### src/rtl/ifc_pkg.sv
package ifc_pkg;
  typedef enum logic [1:0] {
    MODE_OFF = 2'b00,
    MODE_FM  = 2'b01,
    MODE_AM  = 2'b10,
    MODE_UPC = 2'b11
  } ifc_mode_e;
endpackage

### src/rtl/ifc_gate_timer.sv
module ifc_gate_timer #(
  parameter int PRESC_W = 14,
  parameter int SAMP_W  = 3
) (
  input  logic               clk_i,
  input  logic               rst_ni,
  input  logic               run_i,
  input  logic [PRESC_W-1:0] presc_i,
  input  logic [SAMP_W-1:0]  samp_i,
  output logic               gate_end_o
);
  localparam int TC_W = (2 ** SAMP_W) - 1;

  logic [PRESC_W-1:0] pc_q;
  logic [TC_W-1:0]    tc_q;
  logic [TC_W-1:0]    tc_lim;
  logic               tick;

  // terminal tick count = 2^samp - 1, built as a thermometer
  for (genvar i = 0; i < TC_W; i++) begin : g_tap
    assign tc_lim[i] = (SAMP_W'(i) < samp_i);
  end

  assign tick       = run_i && (pc_q == presc_i);
  assign gate_end_o = tick && (tc_q == tc_lim);

  always_ff @(posedge clk_i or negedge rst_ni) begin
    if (!rst_ni) begin
      pc_q <= '0;
      tc_q <= '0;
    end else if (!run_i) begin
      pc_q <= '0;
      tc_q <= '0;
    end else if (tick) begin
      pc_q <= '0;
      tc_q <= gate_end_o ? '0 : tc_q + 1'b1;
    end else begin
      pc_q <= pc_q + 1'b1;
    end
  end
endmodule

### src/rtl/ifc_preload.sv
module ifc_preload
  import ifc_pkg::*;
#(
  parameter int CNT_W   = 21,
  parameter int SHORT_W = 11,
  parameter int CF_W    = 5,
  parameter int SAMP_W  = 3,
  parameter int FM_CYC  = 1712,
  parameter int AM_CYC  = 450,
  parameter int UPC_CYC = 10700
) (
  input  logic [1:0]        mode_i,
  input  logic [SAMP_W-1:0] samp_i,
  input  logic [CF_W-1:0]   cf_i,
  output logic [CNT_W-1:0]  preload_o,
  output logic [CNT_W-1:0]  mask_o
);
  localparam int SUM_W = CNT_W + 2;
  localparam logic [CNT_W-1:0] SHORT_LIM  = CNT_W'((2 ** SHORT_W) - 8);
  localparam logic [CNT_W-1:0] SHORT_MASK = CNT_W'((2 ** SHORT_W) - 1);
  localparam logic [CNT_W-1:0] FULL_MASK  = '1;

  logic signed [SUM_W-1:0] base_s, cf_s, sum_s;
  logic [CNT_W-1:0]        per_tick;

  always_comb begin
    unique case (ifc_mode_e'(mode_i))
      MODE_FM:  base_s = SUM_W'(FM_CYC);
      MODE_AM:  base_s = SUM_W'(AM_CYC);
      MODE_UPC: base_s = SUM_W'(UPC_CYC);
      default:  base_s = '0;
    endcase
  end

  assign cf_s     = {{(SUM_W-CF_W){cf_i[CF_W-1]}}, cf_i};
  assign sum_s    = base_s + cf_s;
  assign per_tick = sum_s[SUM_W-1] ? '0 : sum_s[CNT_W-1:0];

  assign preload_o = per_tick << samp_i;
  assign mask_o    = (preload_o < SHORT_LIM) ? SHORT_MASK : FULL_MASK;
endmodule

### src/rtl/ifc_main_cnt.sv
module ifc_main_cnt #(
  parameter int CNT_W = 21,
  parameter int WIN_W = 3
) (
  input  logic             clk_i,
  input  logic             rst_ni,
  input  logic             run_i,
  input  logic             start_i,
  input  logic             if_i,
  input  logic             gate_end_i,
  input  logic [CNT_W-1:0] preload_i,
  input  logic [CNT_W-1:0] mask_i,
  input  logic [WIN_W-1:0] win_i,
  output logic [CNT_W-1:0] cnt_o,
  output logic             done_o,
  output logic             valid_o
);
  logic             if_q;
  logic             rise;
  logic [CNT_W-1:0] cnt_q, cnt_dec, tol;
  logic             in_win;

  assign rise    = if_i && !if_q;
  assign cnt_dec = (cnt_q - CNT_W'(rise)) & mask_i;
  assign tol     = CNT_W'(win_i);
  // residue near zero: short count; near all-ones: count overshot
  assign in_win  = (cnt_dec <= tol) || (cnt_dec > (mask_i - tol));
  assign cnt_o   = cnt_q;

  always_ff @(posedge clk_i or negedge rst_ni) begin
    if (!rst_ni) begin
      if_q    <= 1'b0;
      cnt_q   <= '0;
      done_o  <= 1'b0;
      valid_o <= 1'b0;
    end else begin
      if_q   <= if_i;
      done_o <= gate_end_i;
      if (start_i || gate_end_i) cnt_q <= preload_i;
      else if (run_i)            cnt_q <= cnt_dec;
      if (!run_i)          valid_o <= 1'b0;
      else if (gate_end_i) valid_o <= in_win;
    end
  end
endmodule

### src/rtl/if_freq_counter.sv
module if_freq_counter
  import ifc_pkg::*;
#(
  parameter int PRESC_W = 14,
  parameter int CNT_W   = 21,
  parameter int SHORT_W = 11,
  parameter int FM_CYC  = 1712,
  parameter int AM_CYC  = 450,
  parameter int UPC_CYC = 10700
) (
  input  logic               clk_i,
  input  logic               rst_ni,
  input  logic               if_i,
  input  logic [1:0]         mode_i,
  input  logic [PRESC_W-1:0] presc_i,
  input  logic [2:0]         samp_i,
  input  logic [2:0]         win_i,
  input  logic [4:0]         cf_i,
  output logic               done_o,
  output logic               valid_o
);
  logic             mode_on, run_q, run_eff, start, gate_end;
  logic [CNT_W-1:0] preload, mask, cnt;

  assign mode_on = (ifc_mode_e'(mode_i) != MODE_OFF);
  assign run_eff = run_q && mode_on;
  assign start   = mode_on && !run_q;

  always_ff @(posedge clk_i or negedge rst_ni) begin
    if (!rst_ni) run_q <= 1'b0;
    else         run_q <= mode_on;
  end

  ifc_gate_timer #(.PRESC_W(PRESC_W), .SAMP_W(3)) i_gate (
    .clk_i, .rst_ni,
    .run_i     (run_eff),
    .presc_i,
    .samp_i,
    .gate_end_o(gate_end)
  );

  ifc_preload #(
    .CNT_W(CNT_W), .SHORT_W(SHORT_W), .CF_W(5), .SAMP_W(3),
    .FM_CYC(FM_CYC), .AM_CYC(AM_CYC), .UPC_CYC(UPC_CYC)
  ) i_pre (
    .mode_i, .samp_i, .cf_i,
    .preload_o(preload),
    .mask_o   (mask)
  );

  ifc_main_cnt #(.CNT_W(CNT_W), .WIN_W(3)) i_cnt (
    .clk_i, .rst_ni,
    .run_i     (run_eff),
    .start_i   (start),
    .if_i,
    .gate_end_i(gate_end),
    .preload_i (preload),
    .mask_i    (mask),
    .win_i,
    .cnt_o     (cnt),
    .done_o,
    .valid_o
  );
endmodule

### config.mk
export PLATFORM = sky130hd
export DESIGN_NAME = if_freq_counter
export DESIGN_NICKNAME = d
export VERILOG_FILES = /design/src/rtl/ifc_pkg.sv /design/src/rtl/ifc_gate_timer.sv /design/src/rtl/ifc_preload.sv /design/src/rtl/ifc_main_cnt.sv /design/src/rtl/if_freq_counter.sv
export SDC_FILE = /design/constraint.sdc
export NUM_CORES = 1
export LEC_CHECK = 0
export CELL_PAD_IN_SITES_DETAIL_PLACEMENT = 0
export CELL_PAD_IN_SITES_GLOBAL_PLACEMENT = 1
export CORE_MARGIN = 4
export CORE_UTILIZATION = 49
export CTS_BUF_LIST = sky130_fd_sc_hd__clkbuf_16
export CTS_CLUSTER_DIAMETER = 200
export DETAILED_ROUTE_END_ITERATION = 8
export GPL_TIMING_DRIVEN = 0
export PLACE_DENSITY = 0.9
export SYNTH_ARGS = -nofsm -noshare
export SYNTH_HDL_FRONTEND = slang
export SYNTH_SLANG_ARGS = --single-unit
### constraint.sdc
create_clock -name clk_i -period 6.3 [get_ports clk_i]
set_input_delay 1.26 -clock clk_i [delete_from_list [all_inputs] [get_ports clk_i]]
set_output_delay 1.26 -clock clk_i [all_outputs]
set_load 0.005 [all_outputs]
==> summary.md, run 1 <==
| Metric | Value |
|---|---|
| Outcome | `finished, final reports clean` |
| Vias per inst | `6.201` |
| Worst Setup Start Kind | `input pin` |
| RR Endpoint | `i_cnt.cnt_o[20]$_DFFE_PN0P_` |
| Number of max-cap violations | `0` |
| Nets | `713` |
| Die span in x | `107.8 um` |
| RR Startpoint | `i_gate.pc_q[2]$_DFF_PN0_` |
| Arrival time worst endpoint | `5980 ps` |
| Core area | `9729 um2` |
| TritonCTS clock tree | `done` |
| Initial drt markers | `360` |
| Actual slew at the worst max-slew pin | `836.7 ps` |
| CP max stage delay | `440 ps` |
| Number of global-route vias before repair | `4,726` |
| Diode count | `0` |
| CP Max Fanout | `11` |
| Ys Warns | `0` |
| Critical Path Start | `mode_i[1]` |
| H-tree levels | `2` |
| Routing usage on met1 | `0.3387` |
| Placer Congestion | `0.9439` |
| Area growth syn-to-layout | `12.79%` |
| Post-Syn Nets | `674` |
| Cell family with most CP delay | `compound AO/OA/AOI/OAI gates` |
| Post-layout min period | `5812 ps` |
| DR vias | `4,961` |
| Asr flop ratio synth | `1.000` |
| Share of cells above drive strength 1 | `0.08546` |
| CTS sink cnt | `46` |
| Flops & latches, synth | `46` |
| Final Cycle Share | `0.9225` |
| Initial antenna violation count | `0` |
| Overall routing resource usage | `0.2436` |
| First-pass GRT wire length | `23.24 mm` |
| CP endpoint | `i_cnt.cnt_o[20]$_DFFE_PN0P_` |
| Cell area power density | `203.6 nW/um2` |
| Number of port buffers | `29` |
| Max IR drop VDD | `0.1258 mV` |
| Cells after Synth | `628` |
| Clock-pin slew on the worst setup and hold paths | `60 ps` |
| DR WL/cell | `17.42 um` |
| Unrepaired setup endpoints after global routing | `false` |
| Buf/Inv on CP | `4` |
| Setup violators final | `0` |
| Final-report hold violation count | `0` |
| Post-DP HPWL | `10.52 mm` |
| WP depth | `16` |
| Fmax | `0.1721 GHz` |
| Worst Hold Class | `flop to flop` |
| Skew final | `5.797 ps` |
| Syn avg cell area | `7.770 um2` |
| R2R cell count | `11` |
| Setup_tns | `0 ps` |
| CP max stage cell | `mux2i_4` |
| R2R setup slack | `2740 ps` |
| Total power | `1.121 mW` |
| Crit path required time | `6470 ps` |
| Fin util | `0.5657` |
| Grt peak-use layer | `met2` |
| Worst-Skew Late Latency | `290 ps` |
| Root Buffer | `clkbuf_16` |
| WS Path Type | `input pin to flop` |
| Post-Syn Area | `4880 um2` |
| GR Overflow Total | `0` |
| Slew margin rel. | `0.4379` |
| Rows | `36` |
| Met2 usage | `0.4001` |
| DRT antenna net count | `0` |
| Routed wire length | `13.94 mm` |
| Final Slew Violations | `0` |
| Nature of the critical path endpoint | `flop` |
| Critical path cell sequence | `clkdlybuf4s50_1 -> buf_4 -> nor2_2 -> inv_1 -> clkbuf_1 -> ha_1 -> a21o_1 -> maj3_2 -> a32oi_4 -> mux2i_4 -> nor3_1 -> o32ai_1 -> o21ai_0 -> nor4_4 -> nand2_4 -> a221o_1` |
| M3 GR Usage | `0.03719` |
| Hold Slack | `530.7 ps` |
| Die area | `11,620 um2` |
| I/O pins | `32` |
| P_leak | `2.263 nW` |
| Die Y | `107.8 um` |
| DRT Pass-1 Iters | `5` |
| Post-synthesis cell type count | `91` |
| DRC | `0` |
| Max clock buf depth | `2` |
| Sequential area share after synthesis | `0.2359` |
| Pin count of the biggest net entering global routing | `37` |
| Starting density of the core | `0.5015` |
| EDFF count, synth | `0` |
| Dominant synthesized flop cell | `dfrtp_1` |
| Cts bufs inserted | `5` |
layout make-up:
| class | count | area [um2] |
|---|---|---|
| Timing Repair Buffer | 32 | 320.3 |
| Buffer | 41 | 182.7 |
| Clock buffer | 5 | 125.1 |
| Clock inverter | 2 | 10.01 |
| Inverter | 29 | 108.9 |
| Multi-Input combinational cell | 512 | 3440 |
| Fill cell | 928 | 4225 |
| Sequential cell | 46 | 1151 |
| Tap cell | 133 | 166.4 |
cells by family (layout without fill, tap and decap cells):
logic type | Yosys count | count (layout) | synth area share
flip-flops | 46 | 46 | 0.2359
adder cells (fa/ha/maj) | 17 | 17 | 0.04333
AND/OR/NAND/NOR | 260 | 260 | 0.2754
multiplexers | 19 | 19 | 0.04743
XOR/XNOR | 47 | 47 | 0.08821
buffers and inverters | 70 | 109 | 0.05974
AO/OA/AOI/OAI | 169 | 169 | 0.2500
Yosys cell counts, types with 9 or more instances:
library cell   n  share of area
a21oi_1       34          0.035
a31oi_1       10          0.013
and3_1         9          0.012
clkbuf_1      26          0.020
dfrtp_1       46           0.24
ha_1          16          0.041
inv_1         27          0.021
mux2i_1       13          0.027
nand2_1       56          0.043
nand3_1       21          0.022
nand4_1       12          0.015
nor2_1        82          0.063
nor3_1        17          0.017
nor4_1        10          0.013
o21ai_0       20          0.021
o22ai_1       11          0.014
xnor2_1       14          0.025
xor2_1        32          0.057
how the worst min path moves through the flow:
stage	startpoint	endpoint	slack [ps]	cells past startpoint
after floorplan	i_cnt.cnt_o[7]$_DFFE_PN0P_	i_cnt.cnt_o[7]$_DFFE_PN0P_	480	2
after global placement	i_cnt.cnt_o[0]$_DFFE_PN0P_	i_cnt.cnt_o[0]$_DFFE_PN0P_	500	2
after detailed placement	i_cnt.cnt_o[7]$_DFFE_PN0P_	i_cnt.cnt_o[7]$_DFFE_PN0P_	520	2
after CTS	i_cnt.cnt_o[7]$_DFFE_PN0P_	i_cnt.cnt_o[7]$_DFFE_PN0P_	540	2
after global routing	i_cnt.cnt_o[0]$_DFFE_PN0P_	i_cnt.cnt_o[0]$_DFFE_PN0P_	560	2
final	i_gate.pc_q[0]$_DFF_PN0_	i_gate.pc_q[0]$_DFF_PN0_	530	1
sequential cells by signal, indices dropped and copies added (netlist names):
name and flops:
i_cnt.cnt_o 21, i_gate.pc_q 14, i_gate.tc_q 7, i_cnt.done_o 1
i_cnt.if_q 1, i_cnt.valid_o 1, run_q 1
metal layers:
layer  up-vias  wire length, um  part of all wire
li1       2383                -                 -
met1      2393             6319              0.45
met2       164             6618              0.47
met3        21              833             0.060
met4         0              167             0.012
met5         -                0                 0
worst register-to-register path, delay by kind of cell, from the launching register on:
kind,cells,cell delay [ps]
xor+xnor,1,180
buf+inv,2,710
compound gates,3,680
flops,1,440
simple gates,5,1430
placed cells by master (no fill, tap or decap), types with 14 or more instances in the layout:
master           count
xnor2_1             14
nor2_1              81
a21oi_1             34
nand3_1             21
nand2_1             56
clkbuf_1            26
o21ai_0             20
nor3_1              17
xor2_1              32
clkdlybuf4s50_1     28
inv_1               27
dfrtp_1             46
ha_1                16
metrics by stage:
stage	cells	instance area (um2)	setup WS, ps
finish	800	5504	488.4
global route	800	5504	133.8
CTS	798	5487	210.8
detailed placement	791	5351	-56.70
global placement	790	5336	-82.48
floorplan	628	4880	1241
report_power, final:
group	leakage, nW	switching [mW]	internal (mW)
combinational	1.59	0.289	0.193
sequential	0.603	0.0438	0.336
clock	0.0694	0.116	0.144
repair_timing:
item | in CTS | in global routing
hold buffers | 0 | 0
setup buffers | 0 | 2
setup endpoints to repair | 0 | 11
gates resized for setup | 0 | 1
(Power assumes the default switching activity.)
==> run 2, diff against run 1 <==
--- a/config.mk
+++ b/config.mk
@@ -8,10 +8,11 @@
 export CELL_PAD_IN_SITES_DETAIL_PLACEMENT = 0
 export CELL_PAD_IN_SITES_GLOBAL_PLACEMENT = 1
 export CORE_MARGIN = 4
-export CORE_UTILIZATION = 49
+export CORE_UTILIZATION = 53
 export CTS_BUF_LIST = sky130_fd_sc_hd__clkbuf_16
 export CTS_CLUSTER_DIAMETER = 200
 export DETAILED_ROUTE_END_ITERATION = 8
+export DONT_BUFFER_PORTS = 1
 export GPL_TIMING_DRIVEN = 0
 export PLACE_DENSITY = 0.9
 export SYNTH_ARGS = -nofsm -noshare
==> summary.md, run 2 (same netlist as run 1, synthesis figures left out) <==
| Metric | Value |
|---|---|
| GR Overflow Total | `0` |
| CP max stage delay | `630 ps` |
| Max IR drop VDD | `0.1371 mV` |
| Fmax | `0.1690 GHz` |
| Worst-Skew Late Latency | `290 ps` |
| I/O pins | `32` |
| Cts repair resizes | `0` |
| DR vias | `4,716` |
| Routed wire length | `13.35 mm` |
| Setup_tns | `0 ps` |
| FF/Latch Area | `1151 um2` |
| Die Y | `104.0 um` |
| Outcome | `finished, final reports clean` |
| Number of port buffers | `0` |
| CTS Hold Buffers Added | `0` |
| DRT antenna net count | `0` |
| Final Cycle Share | `0.9392` |
| Starting density of the core | `0.5515` |
| Diode count | `0` |
| WL met1 | `6.269 mm` |
| Cts bufs inserted | `5` |
| Worst Hold Class | `flop to flop` |
| # placed instances | `736` |
| Crit path required time | `6470 ps` |
| Share of cells above drive strength 1 | `0.08189` |
| P_leak | `2.132 nW` |
| Initial drt markers | `275` |
| DRT Pass-1 Iters | `5` |
| Clock-pin slew on the worst setup and hold paths | `70 ps` |
| Met2 wire length | `6.161 mm` |
| Setup bufs post-CTS | `0` |
| Critical path cell sequence | `buf_4 -> buf_2 -> nor2_1 -> inv_1 -> clkbuf_1 -> ha_1 -> a21o_1 -> maj3_2 -> a32oi_4 -> mux2i_4 -> nor3_1 -> a222oi_1 -> o221a_2 -> nand2_4 -> a221o_1` |
| Post-DP HPWL | `10.19 mm` |
| Met3 wire length | `714 um` |
| Root Buffer | `clkbuf_16` |
| Top layer in use | `met4` |
| Final-report hold violation count | `0` |
| Overall routing resource usage | `0.2523` |
| Nature of the critical path endpoint | `flop` |
| CP Max Fanout | `11` |
| Slew margin rel. | `0.4511` |
| Nets | `681` |
| Die span in x | `104.0 um` |
| Arrival time worst endpoint | `6090 ps` |
| TritonCTS clock tree | `done` |
| CTS sink cnt | `46` |
| Unrepaired setup endpoints after global routing | `false` |
| Placer Congestion | `0.9100` |
| CP max stage cell | `a222oi_1` |
| Worst Setup Start Kind | `input pin` |
| H-tree levels | `2` |
| Initial antenna violation count | `0` |
| Post-layout min period | `5917 ps` |
| First-pass GRT wire length | `23.15 mm` |
| DRC | `0` |
| Rows | `34` |
| Finished Layout Cells | `743` |
| Fin util | `0.5820` |
| Number of global-route vias before repair | `4,675` |
| Setup violators final | `0` |
| Cell area power density | `209.9 nW/um2` |
| Core area | `8848 um2` |
| Fill count | `828` |
| Buf/Inv on CP | `4` |
| WS Path Type | `input pin to flop` |
| Commonest non-fill, non-tap cell in the layout | `nor2_1` |
| Die area | `10,810 um2` |
| Skew final | `7.520 ps` |
| Pin count of the biggest net entering global routing | `47` |
| Cell family with most CP delay | `compound AO/OA/AOI/OAI gates` |
| Final Slew Violations | `0` |
| Number of max-cap violations | `0` |
| Largest register FFs | `21` |
| R2R setup slack | `2800 ps` |
| DR WL/cell | `17.97 um` |
| Area growth syn-to-layout | `5.538%` |
| Actual slew at the worst max-slew pin | `817.1 ps` |
| Commonest cells after routing, fill and taps aside | `nor2_1, nand2_1, dfrtp_1, a21oi_1, xor2_1` |
| Max clock buf depth | `2` |
| Vias per inst | `6.347` |
| Area of the multi-input gates | `3437 um2` |
## run 2: final timing paths
| check | start | end | depth (start not counted) |
|---|---|---|---|
| max | mode_i[0] | i_cnt.cnt_o[20]$_DFFE_PN0P_ | 15 |
| min | i_cnt.cnt_o[0]$_DFFE_PN0P_ | i_cnt.cnt_o[0]$_DFFE_PN0P_ | 2 |
| max reg2reg | i_gate.pc_q[2]$_DFF_PN0_ | i_cnt.cnt_o[20]$_DFFE_PN0P_ | 11 |
| min reg2reg | i_cnt.cnt_o[0]$_DFFE_PN0P_ | i_cnt.cnt_o[0]$_DFFE_PN0P_ | 2 |
| max in group asynchronous | rst_ni | i_gate.pc_q[6]$_DFF_PN0_ | 0 |
| min in group asynchronous | rst_ni | i_cnt.cnt_o[20]$_DFFE_PN0P_ | 0 |
## run 2: final cells by class
class / count / share of cell area
buffer: 41 / 0.03547
clock buffer: 5 / 0.02430
clock inverter: 2 / 0.001944
inverter: 29 / 0.02114
multi-input combinational: 512 / 0.6674
sequential: 46 / 0.2235
tap: 108 / 0.02624
## run 2: tightest hold or removal path, delay by kind of cell (launching register included)
family | cells | cell delay (ps)
AO/OA/AOI/OAI | 1 | 110
flip-flops | 1 | 320
buffers and inverters | 1 | 50
## run 2: power breakdown
part / internal (mW) / switching [mW] / total (mW) / leakage (nW)
registers: 0.336 / 0.0434 / 0.380 / 0.603
logic: 0.175 / 0.272 / 0.447 / 1.46
clock network: 0.143 / 0.111 / 0.254 / 0.0694
total: 0.655 / 0.426 / 1.08 / 2.13
## run 2: metal layers
| metal | global-route usage | vias to the layer above |
|---|---|---|
| li1 | - | 2317 |
| met1 | 0.3579 | 2253 |
| met5 | 0 | - |
| met4 | 0.06078 | 0 |
| met3 | 0.03786 | 21 |
| met2 | 0.4044 | 125 |
## run 2: per-stage QoR
step / instance area (um2) / worst slack, ps / total power, mW / hold slack [ps]
after floorplan: 4880 / 1241 / 0.7273 / 481.4
after global placement: 5015 / 213.7 / 0.8132 / 500.8
after detailed placement: 5015 / 176.5 / 0.8249 / 506.0
after CTS: 5150 / 511.1 / 1.082 / 521.2
after global routing: 5150 / 168.6 / 1.164 / 566.2
final: 5150 / 383.0 / 1.081 / 519.6
